`src/rtl/rsa_alu_pkg.sv`:
```
package rsa_alu_pkg;
  typedef enum logic [3:0] {
    OP_ADD = 4'd0,
    OP_SUB = 4'd1,
    OP_AND = 4'd2,
    OP_OR  = 4'd3,
    OP_NOR = 4'd4,
    OP_SLL = 4'd5,
    OP_SRL = 4'd6,
    OP_SLT = 4'd7
  } alu_op_e;
  localparam int OP_W = 4;
endpackage

```
`src/rtl/rsa_addsub.sv`:
```
module rsa_addsub #(
  parameter int W = 32
) (
  input  logic [W-1:0] a,
  input  logic [W-1:0] b,
  input  logic         sub,
  output logic [W-1:0] sum,
  output logic         lt_signed
);
  logic [W-1:0] b_eff;
  always_comb begin
    b_eff = sub ? ~b : b;
    sum   = a + b_eff + {{(W-1){1'b0}}, sub};
    // signs differ: the negative operand is smaller; same sign: difference sign decides
    lt_signed = (a[W-1] ^ b[W-1]) ? a[W-1] : sum[W-1];
  end
endmodule

```
`src/rtl/rsa_shifter.sv`:
```
module rsa_shifter #(
  parameter int W  = 32,
  parameter int SW = $clog2(W)
) (
  input  logic [W-1:0]  data,
  input  logic [SW-1:0] shamt,
  input  logic          left,
  output logic [W-1:0]  result
);
  logic [W-1:0] stage [SW+1];
  assign stage[0] = data;
  for (genvar i = 0; i < SW; i++) begin : g_stage
    localparam int DIST = 1 << i;
    always_comb begin
      if (!shamt[i])  stage[i+1] = stage[i];
      else if (left)  stage[i+1] = stage[i] << DIST;
      else            stage[i+1] = stage[i] >> DIST;
    end
  end
  assign result = stage[SW];
endmodule

```
`src/rtl/rsa_logic.sv`:
```
module rsa_logic #(
  parameter int W = 32
) (
  input  logic [W-1:0] a,
  input  logic [W-1:0] b,
  input  logic [1:0]   fn,
  output logic [W-1:0] result
);
  always_comb begin
    unique case (fn)
      2'd0:    result = a & b;
      2'd1:    result = a | b;
      2'd2:    result = ~(a | b);
      default: result = '0;
    endcase
  end
endmodule

```
`src/rtl/rsa_alu.sv`:
```
module rsa_alu
  import rsa_alu_pkg::*;
#(
  parameter int DATA_W = 32,
  parameter int SHW    = $clog2(DATA_W)
) (
  input  logic              clk,
  input  logic              rst_n,
  input  logic              in_valid,
  output logic              in_ready,
  input  logic [DATA_W-1:0] in_a,
  input  logic [DATA_W-1:0] in_b,
  input  logic [SHW-1:0]    in_shamt,
  input  logic [OP_W-1:0]   in_op,
  output logic              out_valid,
  input  logic              out_ready,
  output logic [DATA_W-1:0] out_result,
  output logic              out_zero
);
  logic [DATA_W-1:0] as_sum, sh_res, lg_res, nxt_res;
  logic              as_lt, is_sub, is_left;
  logic [1:0]        lg_fn;
  logic              take;

  assign is_sub  = (in_op == OP_SUB) || (in_op == OP_SLT);
  assign is_left = (in_op == OP_SLL);

  always_comb begin
    unique case (in_op)
      OP_AND:  lg_fn = 2'd0;
      OP_OR:   lg_fn = 2'd1;
      OP_NOR:  lg_fn = 2'd2;
      default: lg_fn = 2'd3;
    endcase
  end

  rsa_addsub #(.W(DATA_W)) u_addsub (
    .a(in_a), .b(in_b), .sub(is_sub), .sum(as_sum), .lt_signed(as_lt)
  );
  rsa_shifter #(.W(DATA_W), .SW(SHW)) u_shift (
    .data(in_a), .shamt(in_shamt), .left(is_left), .result(sh_res)
  );
  rsa_logic #(.W(DATA_W)) u_logic (
    .a(in_a), .b(in_b), .fn(lg_fn), .result(lg_res)
  );

  always_comb begin
    unique case (in_op)
      OP_ADD, OP_SUB:          nxt_res = as_sum;
      OP_AND, OP_OR, OP_NOR:   nxt_res = lg_res;
      OP_SLL, OP_SRL:          nxt_res = sh_res;
      OP_SLT:                  nxt_res = {{(DATA_W-1){1'b0}}, as_lt};
      default:                 nxt_res = '0;
    endcase
  end

  assign in_ready = !out_valid || out_ready;
  assign take     = in_valid && in_ready;

  always_ff @(posedge clk) begin
    if (!rst_n) begin
      out_valid  <= 1'b0;
      out_result <= '0;
      out_zero   <= 1'b0;
    end else begin
      if (take) begin
        out_valid  <= 1'b1;
        out_result <= nxt_res;
        out_zero   <= (nxt_res == '0);
      end else if (out_ready) begin
        out_valid  <= 1'b0;
      end
    end
  end

  p_hold_result_r11: assert property (@(posedge clk) disable iff (!rst_n)
    (out_valid && !out_ready) |=> (out_valid && $stable(out_result) && $stable(out_zero)));
  p_no_take_stalled_r11: assert property (@(posedge clk) disable iff (!rst_n)
    (out_valid && !out_ready) |-> !in_ready);
  p_ready_when_empty_r11: assert property (@(posedge clk) disable iff (!rst_n)
    !out_valid |-> in_ready);
  p_latency_r10: assert property (@(posedge clk) disable iff (!rst_n)
    (in_valid && in_ready) |=> out_valid);
  p_zero_flag_r8: assert property (@(posedge clk) disable iff (!rst_n)
    out_valid |-> (out_zero == (out_result == '0)));
  p_slt_word_r7: assert property (@(posedge clk) disable iff (!rst_n)
    (in_valid && in_ready && in_op == OP_SLT) |=> (out_result[DATA_W-1:1] == '0));
  p_unused_zero_r9: assert property (@(posedge clk) disable iff (!rst_n)
    (in_valid && in_ready && in_op[3]) |=> (out_result == '0 && out_zero));
endmodule

```
`config.mk`:
```
export PLATFORM = sky130hd
export DESIGN_NAME = rsa_alu
export DESIGN_NICKNAME = d
export VERILOG_FILES = /design/src/rtl/rsa_alu_pkg.sv /design/src/rtl/rsa_addsub.sv /design/src/rtl/rsa_shifter.sv /design/src/rtl/rsa_logic.sv /design/src/rtl/rsa_alu.sv
export SDC_FILE = /design/constraint.sdc
export NUM_CORES = 1
export LEC_CHECK = 0
export BUFFER_PORTS_ARGS = -buffer_cell sky130_fd_sc_hd__buf_2
export CELL_PAD_IN_SITES_DETAIL_PLACEMENT = 0
export CELL_PAD_IN_SITES_GLOBAL_PLACEMENT = 1
export CORE_UTILIZATION = 44
export CTS_CLUSTER_SIZE = 24
export DETAILED_ROUTE_END_ITERATION = 12
export PLACE_DENSITY_LB_ADDON = 0.1
export SYNTH_ARGS = -nofsm -noshare
export SYNTH_HDL_FRONTEND = slang
export SYNTH_SLANG_ARGS = --single-unit
```
`constraint.sdc`:
```
create_clock -name clk -period 5.9 [get_ports clk]
set_input_delay 0.295 -clock clk [delete_from_list [all_inputs] [get_ports clk]]
set_output_delay 0.295 -clock clk [all_outputs]
set_load 0.05 [all_outputs]
```
=== Word level (Yosys, flattened, before mapping) ===
Index checks and enable logic that the tools add are counted.

* Word-level logic and storage cells: 47
* Register bits after elaboration: 34
* Input bits: 77

* Equality and inequality tests: 9
* Reduce and logical (&&, ||, !) cells: 11
* $add $sub $neg: 2
* Bitwise gates (word level): 5
* Mux-type cells: 17

{| class="wikitable"
|+ Operator list
! kind !! number
|-
| 32-bit two-way mux || 11
|-
| 32-bit case mux with 4 select lines || 1
|-
| 32-bit case mux with 3 select lines || 1
|-
| 32-bit inverter || 2
|-
| 32-bit by 1-bit adder with 32-bit output || 1
|-
| 32-bit adder || 1
|-
| 32-bit bitwise AND || 1
|-
| 32-bit zero test || 1
|-
| 32-bit OR || 1
|-
| 4-bit by 3-bit == test with 1-bit output, second input constant || 4
|-
| 4-bit by 2-bit == test with 1-bit output, second input constant || 2
|-
| 2-bit case mux with 3 select lines || 1
|-
| 4-bit by 1-bit == test with 1-bit output, second input constant || 1
|-
| 4-bit zero test || 1
|-
| 2-bit OR reduction || 2
|-
| 1-bit two-way mux || 3
|-
| 3-bit OR reduction || 1
|-
| 2-bit by 1-bit == test with 1-bit output, second input constant || 1
|-
| 2-bit == test, second input constant || 1
|-
| 2-bit zero test || 1
|-
| 1-bit logical OR || 2
|-
| 2-bit nonzero test || 1
|-
| 1-bit logical AND || 1
|-
| 1-bit zero test || 1
|-
| 1-bit XOR || 1
|}

=== Depth between registers and ports, before layout ===
Gate-level depths: netlist (run 1).

* Depth after elaboration: 13
* Gate-level depth with buffers: 19
* Depth with buffers taken out: 16

=== Hierarchy ===
Synthesis (run 1) repeated with hierarchy kept, for this count alone.

* Cell total of the unflattened synthesis: 1,350
* Area total of the unflattened synthesis: 9,658.0 µm²

{| class="wikitable"
|+ Modules (own cells, without submodules)
! module !! cells an instance !! area each (µm²) !! times used
|-
| rsa_shifter || 612 || 4,146.5 || 1
|-
| rsa_alu || 338 || 2,458.6 || 1
|-
| rsa_addsub || 290 || 2,090.8 || 1
|-
| rsa_logic || 110 || 962.2 || 1
|}

=== Worst setup path after synthesis (run 1) ===
OpenSTA, ideal clock, no wires.

* Kind: input port to flip-flop
* From: input in_op[0]
* To: register out_zero
* Arrival time: 4.776 ns
* Setup slack: 1.040 ns
* Required time: 5.816 ns
* Cell stages on the path: 18
* Setup time: 0.084 ns
* Cells stage by stage: clkbuf_1 > clkbuf_1 > nand3b_1 > clkbuf_1 > buf_1 > xnor2_1 > ha_1 > nor2b_1 > o21ai_0 > a32oi_1 > a211oi_1 > o21ai_0 > xor2_1 > a211oi_1 > nand3b_1 > or4_1 > or4_1 > o31ai_2

* Cells in the longest elaborated chain, start to end: 13
* Elaborated cells on any way between the ends: 33
* Those cells by class: add/sub (2); eq/ne (9); mux (15); reduce/logical (7)

{| class="wikitable"
|+ RTL lines
! element !! RTL line !! text
|-
| start, declared || rsa_alu.sv:14 || <nowiki>input logic [OP_W-1:0] in_op,</nowiki>
|-
| branches (longest 11 deep; another with 32-bit adder) || n/a ||
|-
| 32-bit case mux with 4 select lines * || rsa_alu.sv:48 || <nowiki>unique case (in_op)</nowiki>
|-
| 32-bit zero test * || rsa_alu.sv:69 || <nowiki>out_zero <= (nxt_res == '0);</nowiki>
|-
| end signal, assigned || rsa_alu.sv:69 ||
|-
| end, declared || rsa_alu.sv:18 || <nowiki>output logic out_zero</nowiki>
|}

Every way passes the cells marked *.
A chain may end at the register's enable or synchronous reset.

=== Worst setup path after layout (run 1) ===
* From: input in_op[2]
* To: register out_zero

The elaborated chain is that of the path after synthesis.

==> results of run 1 <==
==> registers in the layout, indices dropped and copies added, names as in the netlist <==
signal,flops
out_result,32
out_valid,1
out_zero,1
==> per-layer routing <==
| layer | global-route usage (%) | up-vias | wire length, um |
|---|---|---|---|
| li1 | - | 5106 | - |
| met1 | 55.3 | 5433 | 18700 |
| met2 | 60.6 | 715 | 18500 |
| met3 | 9.47 | 126 | 4940 |
| met4 | 16.4 | 2 | 2100 |
| met5 | 0 | - | 13 |
==> worst max-delay path, cell delays in order <==
cell and delay [ns]:
buf_2 0.17, xnor2_1 0.22, nand3b_1 0.27, buf_4 0.38, xnor2_1 0.19, ha_1 0.35
and3_1 0.17, o21ai_0 0.12, a32oi_1 0.22, a211oi_1 0.53, o21ai_0 0.28, xor2_1 0.20
a211oi_1 0.49, nand3b_1 0.12, or4_1 0.53, or4_1 0.50, o31ai_2 0.21
==> cells in the mapped netlist, types with 11 or more instances <==
library cell,count
mux2_2,16
ha_1,35
or3_1,11
inv_1,18
a21oi_1,91
nor2b_1,27
a221oi_1,13
o211ai_1,20
nor2_1,154
and3_1,11
nand3_1,48
maj3_1,30
a31oi_1,18
nand4_1,13
mux4_2,12
buf_2,35
nor3_1,54
nand3b_1,16
a211oi_1,41
xnor2_1,44
clkbuf_1,87
a211o_1,11
dfxtp_1,34
nand2_1,134
mux2i_1,48
a21o_1,11
o21ai_0,71
nand2b_1,18
a311oi_1,17
o31ai_1,19
==> power by group through the flow <==
stage | Sequential [uW] | Clock (uW) | Combinational (uW)
final | 257 | 298 | 1040
after global routing | 259 | 311 | 1110
after CTS | 257 | 300 | 1010
after detailed placement | 261 | 0 | 1010
after global placement | 261 | 0 | 1010
after floorplan | 324 | 0 | 632
==> kinds of logic after synthesis <==
kind of cell | count (synthesis)
compound gates | 438
xor+xnor | 54
mux | 76
buf+inv | 159
flops | 34
fa+ha+maj | 66
simple gates | 524
==> stage by stage <==
stage	worst slack (ns)	hold slack [ns]	util, %	std cells
after global routing	0.459	0.281	48.5	1626
after CTS	0.917	0.273	48.5	1626
after floorplan	1.04	0.424	-	1351
after detailed placement	0.644	0.482	47.7	1619
after global placement	0.729	0.477	47.7	1619
final	0.843	0.274	48.5	1626
==> worst max-delay path by stage <==
stage	from	endpoint	slack, ns	cells past startpoint
5_1_grt	in_op[2]	out_zero$_SDFFE_PN0P_	0.46	17
4_1_cts	in_op[2]	out_zero$_SDFFE_PN0P_	0.92	17
3_3_place_gp	in_op[2]	out_zero$_SDFFE_PN0P_	0.73	17
2_1_floorplan	in_op[0]	out_zero$_SDFFE_PN0P_	1.04	18
3_5_place_dp	in_op[2]	out_zero$_SDFFE_PN0P_	0.64	17
6_report	in_op[2]	out_zero$_SDFFE_PN0P_	0.84	17
==> area by class of cell <==
cell class              count  area share [%]
inverters                  19           0.724
multi-input cells        1158            79.2
flip-flops and latches     34            6.91
clock buffers               6            1.41
repair buffers            138            8.00
well taps                 270            3.43
clock inverters             1           0.305
==> run_results.csv, run 1 <==
group,metric,value,unit
clock_network,cts_hold_buf,0,
layout,fillers,2166,
place,place_congestion,1.04,
floorplan,pin_count,112,
min_path,min_path_cells,3,
power_and_ir_drop,p_clk_share,18.6,%
routing,drtAntennaViolNets,0,
routing,viasPerCell,7.00,
power_and_ir_drop,ir_drop,105,uV
layout,num_antenna_cells,0,
layout,layout.cells.most_common,"nor2_1",
synthesis,synthXorXnorAreaFrac,5.17,%
layout,fin_nets,1469,
clock_network,cts_tree,"built",
place,post_dp_cell_area,0.00969,mm2
power_and_ir_drop,power_frac_seq,16.1,%
synthesis,synth_compound_area_share,33.9,%
run_status,status,"complete, no violations",
synthesis,seq_area_frac_synth,7.44,%
floorplan,fp-row-count,52,
sta,finalMaxSlewViolations,0,
critical_path,r2r-start,"out_valid$_SDFFE_PN0P_",
routing,drt_first_pass_iters,6,
routing,first_iter_violations,1369,
critical_path,ff2ff_path_depth,8,
routing,wl,44.2,mm
sta,rsz0062_at_grt,"no",
place,dp.final_hpwl,34.0,mm
critical_path,cp_max_fo,27,
sta,period_needed,5.06,ns
critical_path,critPathLaunchType,"input pin",
global_routing,grt_usage,40.4,%
clock_network,cts_buffer_depth,2,
global_routing,grt_max_degree,57,
sta,timing.slew.headroom,35.0,%
sta,max_freq,198,MHz
layout,regArea,681,um2
global_routing,antenna_found_initial,2,
routing,wl_per_cell,27.2,um
synthesis,netlist_top_cells_area,"dfxtp_1, nor2_1, nand2_1",
synthesis,yosys_warnings,0,
layout,fin_area,0.00985,mm2
power_and_ir_drop,p_leak,0.00381,uW
synthesis,syn_nets,1464,
clock_network,cts_root_buf,"clkbuf_16",
power_and_ir_drop,pwr-share-comb,65.3,%
synthesis,muxShareOfSynthArea,10.2,%
synthesis,yosysTopAreaCellShare,7.44,%
floorplan,die_x,146,um
synthesis,ys_ff_latch,34,
clock_network,clkTransAtPathRegs,0.05,ns
sta,finalCritPeriodShare,85.7,%
clock_network,htreeDepth,2,
min_path,holdCritStartpoint,"in_valid",
layout,layout_common_cells,"nor2_1, nand2_1, buf_2",
routing,dr_total_vias,11400,
synthesis,synthArstFlopShare,0,%
min_path,holdCritPathClass,"in -> reg",
power_and_ir_drop,power.switching,799,uW
run,maxCapViolCount,0,
sta,worstMarginPinSlew,0.972,ns
synthesis,ys_types,88,
synthesis,yosys.area_share.simple,27.5,%
place,io_buffers,111,
floorplan,start_util,45.1,%
layout,multi_input_area,0.00781,mm2
critical_path,critPathCaptureType,"flop",
sta,finClkSkew,0.00371,ns
min_path,whs_endpoint,"out_valid$_SDFFE_PN0P_",
synthesis,synth_ff_type,"dfxtp_1",
synthesis,synthCells,1351,
sta,final_hold_viol_count,0,
critical_path,rrSetupSlack,2.82,ns
clock_network,clock_sinks,34,
power_and_ir_drop,internal-power,798,uW
power_and_ir_drop,finalPower,1600,uW
synthesis,synth_edf_count,0,
synthesis,syn_avg_cell_area,6.77,um2
layout,area_growth,7.68,%
power_and_ir_drop,swShare,50.0,%
sta,setup_viol_count_final,0,
synthesis,synthAdderAreaFrac,8.29,%
global_routing,grt_pass1_vias,10300,
global_routing,overflow,0,
power_and_ir_drop,powerDensity,162,mW/mm2
critical_path,r2r_end,"out_zero$_SDFFE_PN0P_",
layout,drive_gt1_share,15.6,%
floorplan,die_area,0.0214,mm2
critical_path,critPathArrivalTime,5.25,ns
clock_network,ctsResizeCount,0,
critical_path,required,6.09,ns
critical_path,critPathKind,"in -> reg",
clock_network,post_cts_buffers,0,
synthesis,synth_top_family_by_area,"compound AO/OA/AOI/OAI gates",
floorplan,core,0.0203,mm2
clock_network,worstSkewPairLatency,0.27,ns
clock_network,cts_made_buffers,5,
synthesis,synth_top_cell_by_area,"dfxtp_1",
synthesis,syn_area,0.00915,mm2
routing,drc,0,
sta,setup_tns,0,ns
floorplan,fp.dieH,146,um
global_routing,grt_pass1_wl,65.6,mm
Power figures use the tool's default switching activity.
==> inputs of run 2 (changes only) <==
Settings changed: BUFFER_PORTS_ARGS -buffer_cell sky130_fd_sc_hd__buf_2 to -buffer_cell sky130_fd_sc_hd__buf_4, CELL_PAD_IN_SITES_DETAIL_PLACEMENT 0 to 2, CELL_PAD_IN_SITES_GLOBAL_PLACEMENT 1 to 2, CORE_UTILIZATION 44 to 34.
==> run_results.csv, run 2 (same netlist as run 1, synthesis figures left out) <==
group,metric,value,unit
run_status,status,"finished with violations",
run_status,violations,"design-rule violations",
power_and_ir_drop,ir_drop,89.5,uV
layout,fin_area,0.0103,mm2
min_path,min_path_cells,2,
place,dp.final_hpwl,39.6,mm
layout,fin_nets,1482,
layout,top_register,"out_result",
layout,layout_common_cells,"nor2_1, buf_4, nand2_1",
sta,timing.slew.headroom,31.3,%
floorplan,fp-row-count,59,
sta,setup_tns,0,ns
global_routing,grt_usage,36.2,%
layout,finalCoreUtilization,39.3,%
power_and_ir_drop,p_leak,0.00394,uW
global_routing,overflow,0,
clock_network,cts_root_buf,"clkbuf_16",
sta,setup_viol_count_final,0,
clock_network,htreeDepth,2,
power_and_ir_drop,finalPower,1690,uW
clock_network,cts_buffer_depth,2,
clock_network,clock_sinks,34,
routing,drtAntennaViolNets,0,
power_and_ir_drop,swShare,50.5,%
global_routing,grt_pass1_vias,11500,
sta,final_hold_viol_count,0,
sta,worst_slack,0.837,ns
layout,largest_reg_flops,32,
power_and_ir_drop,pwr-share-comb,66.4,%
clock_network,ctsResizeCount,0,
layout,fillers,3218,
routing,dr_total_vias,11700,
layout,drive_gt1_share,16.4,%
routing,first_iter_violations,1050,
critical_path,cp_max_fo,9,
floorplan,start_util,34.9,%
sta,max_freq,198,MHz
routing,wl,50.9,mm
place,post_dp_cell_area,0.0101,mm2
layout,num_antenna_cells,0,
clock_network,post_cts_buffers,0,
floorplan,fp.dieH,166,um
run,maxCapViolCount,0,
clock_network,clkTransAtPathRegs,0.06,ns
sta,rsz0062_at_grt,"no",
sta,finClkSkew,0.00793,ns
critical_path,critPathCaptureType,"flop",
routing,viasPerCell,6.85,
floorplan,pin_count,112,
critical_path,required,6.11,ns
sta,period_needed,5.06,ns
global_routing,antenna_found_initial,2,
power_and_ir_drop,powerDensity,164,mW/mm2
routing,drt_first_pass_iters,9,
sta,worstMarginPinSlew,1.02,ns
power_and_ir_drop,internal-power,836,uW
global_routing,grt_pass1_wl,75.9,mm
critical_path,ff2ff_path_depth,8,
clock_network,worstSkewPairLatency,0.29,ns
min_path,holdCritPathClass,"in -> reg",
power_and_ir_drop,p_clk_share,18.2,%
critical_path,critPathKind,"in -> reg",
floorplan,core,0.0262,mm2
place,pre_cts_slack,0.605,ns
power_and_ir_drop,power_frac_seq,15.3,%
clock_network,cts_tree,"built",
place,place_congestion,0.988,
clock_network,cts_made_buffers,5,
clock_network,cts_hold_buf,0,
sta,finalMaxSlewViolations,0,
global_routing,grt_max_degree,74,
routing,drc,8,
critical_path,critPathArrivalTime,5.27,ns
layout,area_growth,12.6,%
floorplan,die_area,0.0276,mm2
place,io_buffers,111,
layout,layout.cells.most_common,"nor2_1",
critical_path,critPathLaunchType,"input pin",
floorplan,die_x,166,um
layout,reg_top3,"out_result x32, out_valid x1, out_zero x1",
power_and_ir_drop,power.switching,851,uW
routing,wl_per_cell,29.9,um
sta,finalCritPeriodShare,85.8,%
run 2: cell types whose count changed in the layout (fill, tap and decap cells not counted), sizes merged:
cell / previous run / this run
buf: 138 / 151
run 2: path summary, 6_finish.rpt:
check                                 to                         from  slack (ns)
max                out_zero$_SDFFE_PN0P_                     in_op[2]        0.84
min           out_result[8]$_SDFFE_PN0P_                        rst_n        0.27
max reg2reg        out_zero$_SDFFE_PN0P_       out_valid$_SDFFE_PN0P_        2.79
min reg2reg  out_result[22]$_SDFFE_PN0P_  out_result[22]$_SDFFE_PN0P_        0.50
run 2: worst max-delay path, cell delays in order:
cell	delay, ns
buf_4	0.15
xnor2_1	0.22
nand3b_1	0.40
xnor2_1	0.35
inv_1	0.09
fa_1	0.41
nor2b_1	0.21
o21ai_0	0.15
a32oi_1	0.40
a211oi_1	0.23
o21ai_0	0.37
xor2_1	0.18
a211oi_1	0.45
nand3b_1	0.11
or4_1	0.55
or4_1	0.50
o31ai_2	0.21
run 2: metrics by stage:
| stage | cells | hold WS [ns] |
|---|---|---|
| 2_1_floorplan | 1351 | 0.424 |
| 3_3_place_gp | 1697 | 0.483 |
| 3_5_place_dp | 1697 | 0.498 |
| 4_1_cts | 1704 | 0.274 |
| 5_1_grt | 1704 | 0.289 |
| 6_report | 1704 | 0.274 |
run 2: layer usage:
metal / vias to the layer above / track usage, % / part of all wire, %
met4: 4 / 14.4 / 4.1
li1: 5124 / - / -
met5: - / 0 / 0.063
met1: 5906 / 49.6 / 44
met3: 99 / 4.27 / 7.0
met2: 534 / 57.5 / 45
run 2: power by group through the flow:
stage                     clock [uW]  sequential (uW)  combinational [uW]
after floorplan                    0              324                 632
after global placement             0              263                1070
after detailed placement           0              264                1090
after CTS                        310              259                1090
after global routing             320              262                1180
final                            307              259                1120
run 2: layout make-up:
class	count	area, um2	area share [%]
clock buffer	6	139	1.35
clock inverter	1	30.0	0.291
inverter	19	71.3	0.692
multi-input combinational	1158	7810	75.8
sequential	34	681	6.60
tap	335	419	4.07
timing repair buffer	151	1160	11.2
==> inputs of run 3 (changes only) <==
Settings changed: CTS_BUF_LIST set to sky130_fd_sc_hd__clkbuf_4.
==> run_results.csv, run 3 (same netlist as run 1, synthesis figures left out) <==
group,metric,value,unit
power_and_ir_drop,powerDensity,151,mW/mm2
clock_network,cts_tree,"built",
power_and_ir_drop,power.switching,829,uW
layout,largest_reg_flops,32,
floorplan,fp.dieH,166,um
layout,fillers,3228,
power_and_ir_drop,swShare,53.8,%
global_routing,grt_pass1_wl,75.9,mm
clock_network,ctsResizeCount,0,
clock_network,post_cts_buffers,0,
global_routing,antenna_found_initial,2,
routing,dr_total_vias,11600,
sta,setup_viol_count_final,0,
run_status,status,"finished with violations",
global_routing,grt_pass1_vias,11500,
place,place_congestion,0.988,
global_routing,grt_usage,36.1,%
clock_network,cts_buffer_depth,2,
global_routing,overflow,0,
layout,drive_gt1_share,16.3,%
critical_path,critPathKind,"in -> reg",
layout,num_antenna_cells,0,
run_status,violations,"design-rule violations",
sta,finalCritPeriodShare,84.7,%
clock_network,cts_hold_buf,0,
sta,finalMaxSlewViolations,0,
clock_network,htreeDepth,2,
layout,layout_common_cells,"nor2_1, buf_4, nand2_1",
floorplan,die_area,0.0276,mm2
critical_path,required,6.17,ns
routing,viasPerCell,6.81,
floorplan,core,0.0262,mm2
floorplan,die_x,166,um
min_path,holdCritPathClass,"in -> reg",
sta,period_needed,5.00,ns
place,io_buffers,111,
sta,worstMarginPinSlew,1.03,ns
clock_network,worstSkewPairLatency,0.34,ns
critical_path,critPathCaptureType,"flop",
routing,first_iter_violations,1039,
sta,rsz0062_at_grt,"no",
global_routing,grt_max_degree,74,
sta,timing.slew.headroom,30.8,%
routing,wl,50.9,mm
clock_network,cts_root_buf,"clkbuf_4",
power_and_ir_drop,pwr-share-comb,72.7,%
layout,area_growth,11.6,%
routing,drc,8,
routing,drt_first_pass_iters,9,
place,dp.final_hpwl,39.6,mm
clock_network,cts_made_buffers,5,
critical_path,critPathArrivalTime,5.27,ns
routing,wl_per_cell,29.9,um
routing,drtAntennaViolNets,0,
floorplan,pin_count,112,
layout,top_register,"out_result",
power_and_ir_drop,p_leak,0.00389,uW
layout,instances_no_fill,1704,
clock_network,clock_sinks,34,
critical_path,critPathLaunchType,"input pin",
layout,layout.cells.most_common,"nor2_1",
power_and_ir_drop,internal-power,712,uW
sta,finClkSkew,0.0131,ns
layout,fin_nets,1482,
sta,setup_tns,0,ns
floorplan,fp-row-count,59,
power_and_ir_drop,ir_drop,78.6,uV
power_and_ir_drop,p_clk_share,10.6,%
critical_path,cp_max_fo,9,
place,post-place-cells,1697,
clock_network,clkTransAtPathRegs,0.11,ns
layout,reg_top3,"out_result x32, out_valid x1, out_zero x1",
power_and_ir_drop,power_frac_seq,16.8,%
floorplan,start_util,34.9,%
sta,max_freq,200,MHz
run,maxCapViolCount,0,
sta,final_hold_viol_count,0,
-- run 3: stage by stage --
stage,hold slack (ns),setup WS [ns],total power (uW),util (%),cell area (um2)
4_1_cts,0.196,0.981,1520,39.0,10200
3_3_place_gp,0.483,0.772,1330,38.7,10100
5_1_grt,0.195,0.594,1620,39.0,10200
6_report,0.211,0.903,1540,39.0,10200
3_5_place_dp,0.498,0.605,1350,38.7,10100
2_1_floorplan,0.424,1.04,956,-,9150
-- run 3: worst paths after layout --
check | startpoint | endpoint | slack, ns | depth (start not counted)
max | in_op[2] | out_zero$_SDFFE_PN0P_ | 0.90 | 17
min | rst_n | out_result[8]$_SDFFE_PN0P_ | 0.21 | 2
max reg2reg | out_valid$_SDFFE_PN0P_ | out_zero$_SDFFE_PN0P_ | 2.75 | 8
min reg2reg | out_result[22]$_SDFFE_PN0P_ | out_result[22]$_SDFFE_PN0P_ | 0.50 | 2
-- run 3: final cells by class --
class | count | area, um2 | area share [%]
sequential | 34 | 681 | 6.67
multi-input combinational | 1158 | 7810 | 76.5
inverter | 19 | 71.3 | 0.699
timing repair buffer | 151 | 1160 | 11.3
clock buffer | 5 | 37.5 | 0.368
tap | 335 | 419 | 4.11
clock inverter | 2 | 33.8 | 0.331
-- run 3: power groups by stage --
stage | Combinational, uW | Clock (uW) | Sequential [uW]
6_report | 1120 | 163 | 258
5_1_grt | 1180 | 180 | 261
4_1_cts | 1090 | 170 | 259
3_5_place_dp | 1090 | 0 | 264
3_3_place_gp | 1070 | 0 | 263
2_1_floorplan | 632 | 0 | 324
-- run 3: metal layers --
metal / part of all wire (%) / GRT usage, %
met1: 44 / 49.9
met3: 7.0 / 3.91
met2: 45 / 57.5
met5: 0.059 / 0
met4: 4.0 / 13.6
-- run 3: critical path: stages --
cell and delay [ns]:
buf_4 0.15, xnor2_1 0.22, nand3b_1 0.40, xnor2_1 0.35
inv_1 0.09, fa_1 0.41, nor2b_1 0.21, o21ai_0 0.15
a32oi_1 0.39, a211oi_1 0.23, o21ai_0 0.37, xor2_1 0.18
a211oi_1 0.44, nand3b_1 0.11, or4_1 0.54, or4_1 0.50
o31ai_2 0.21
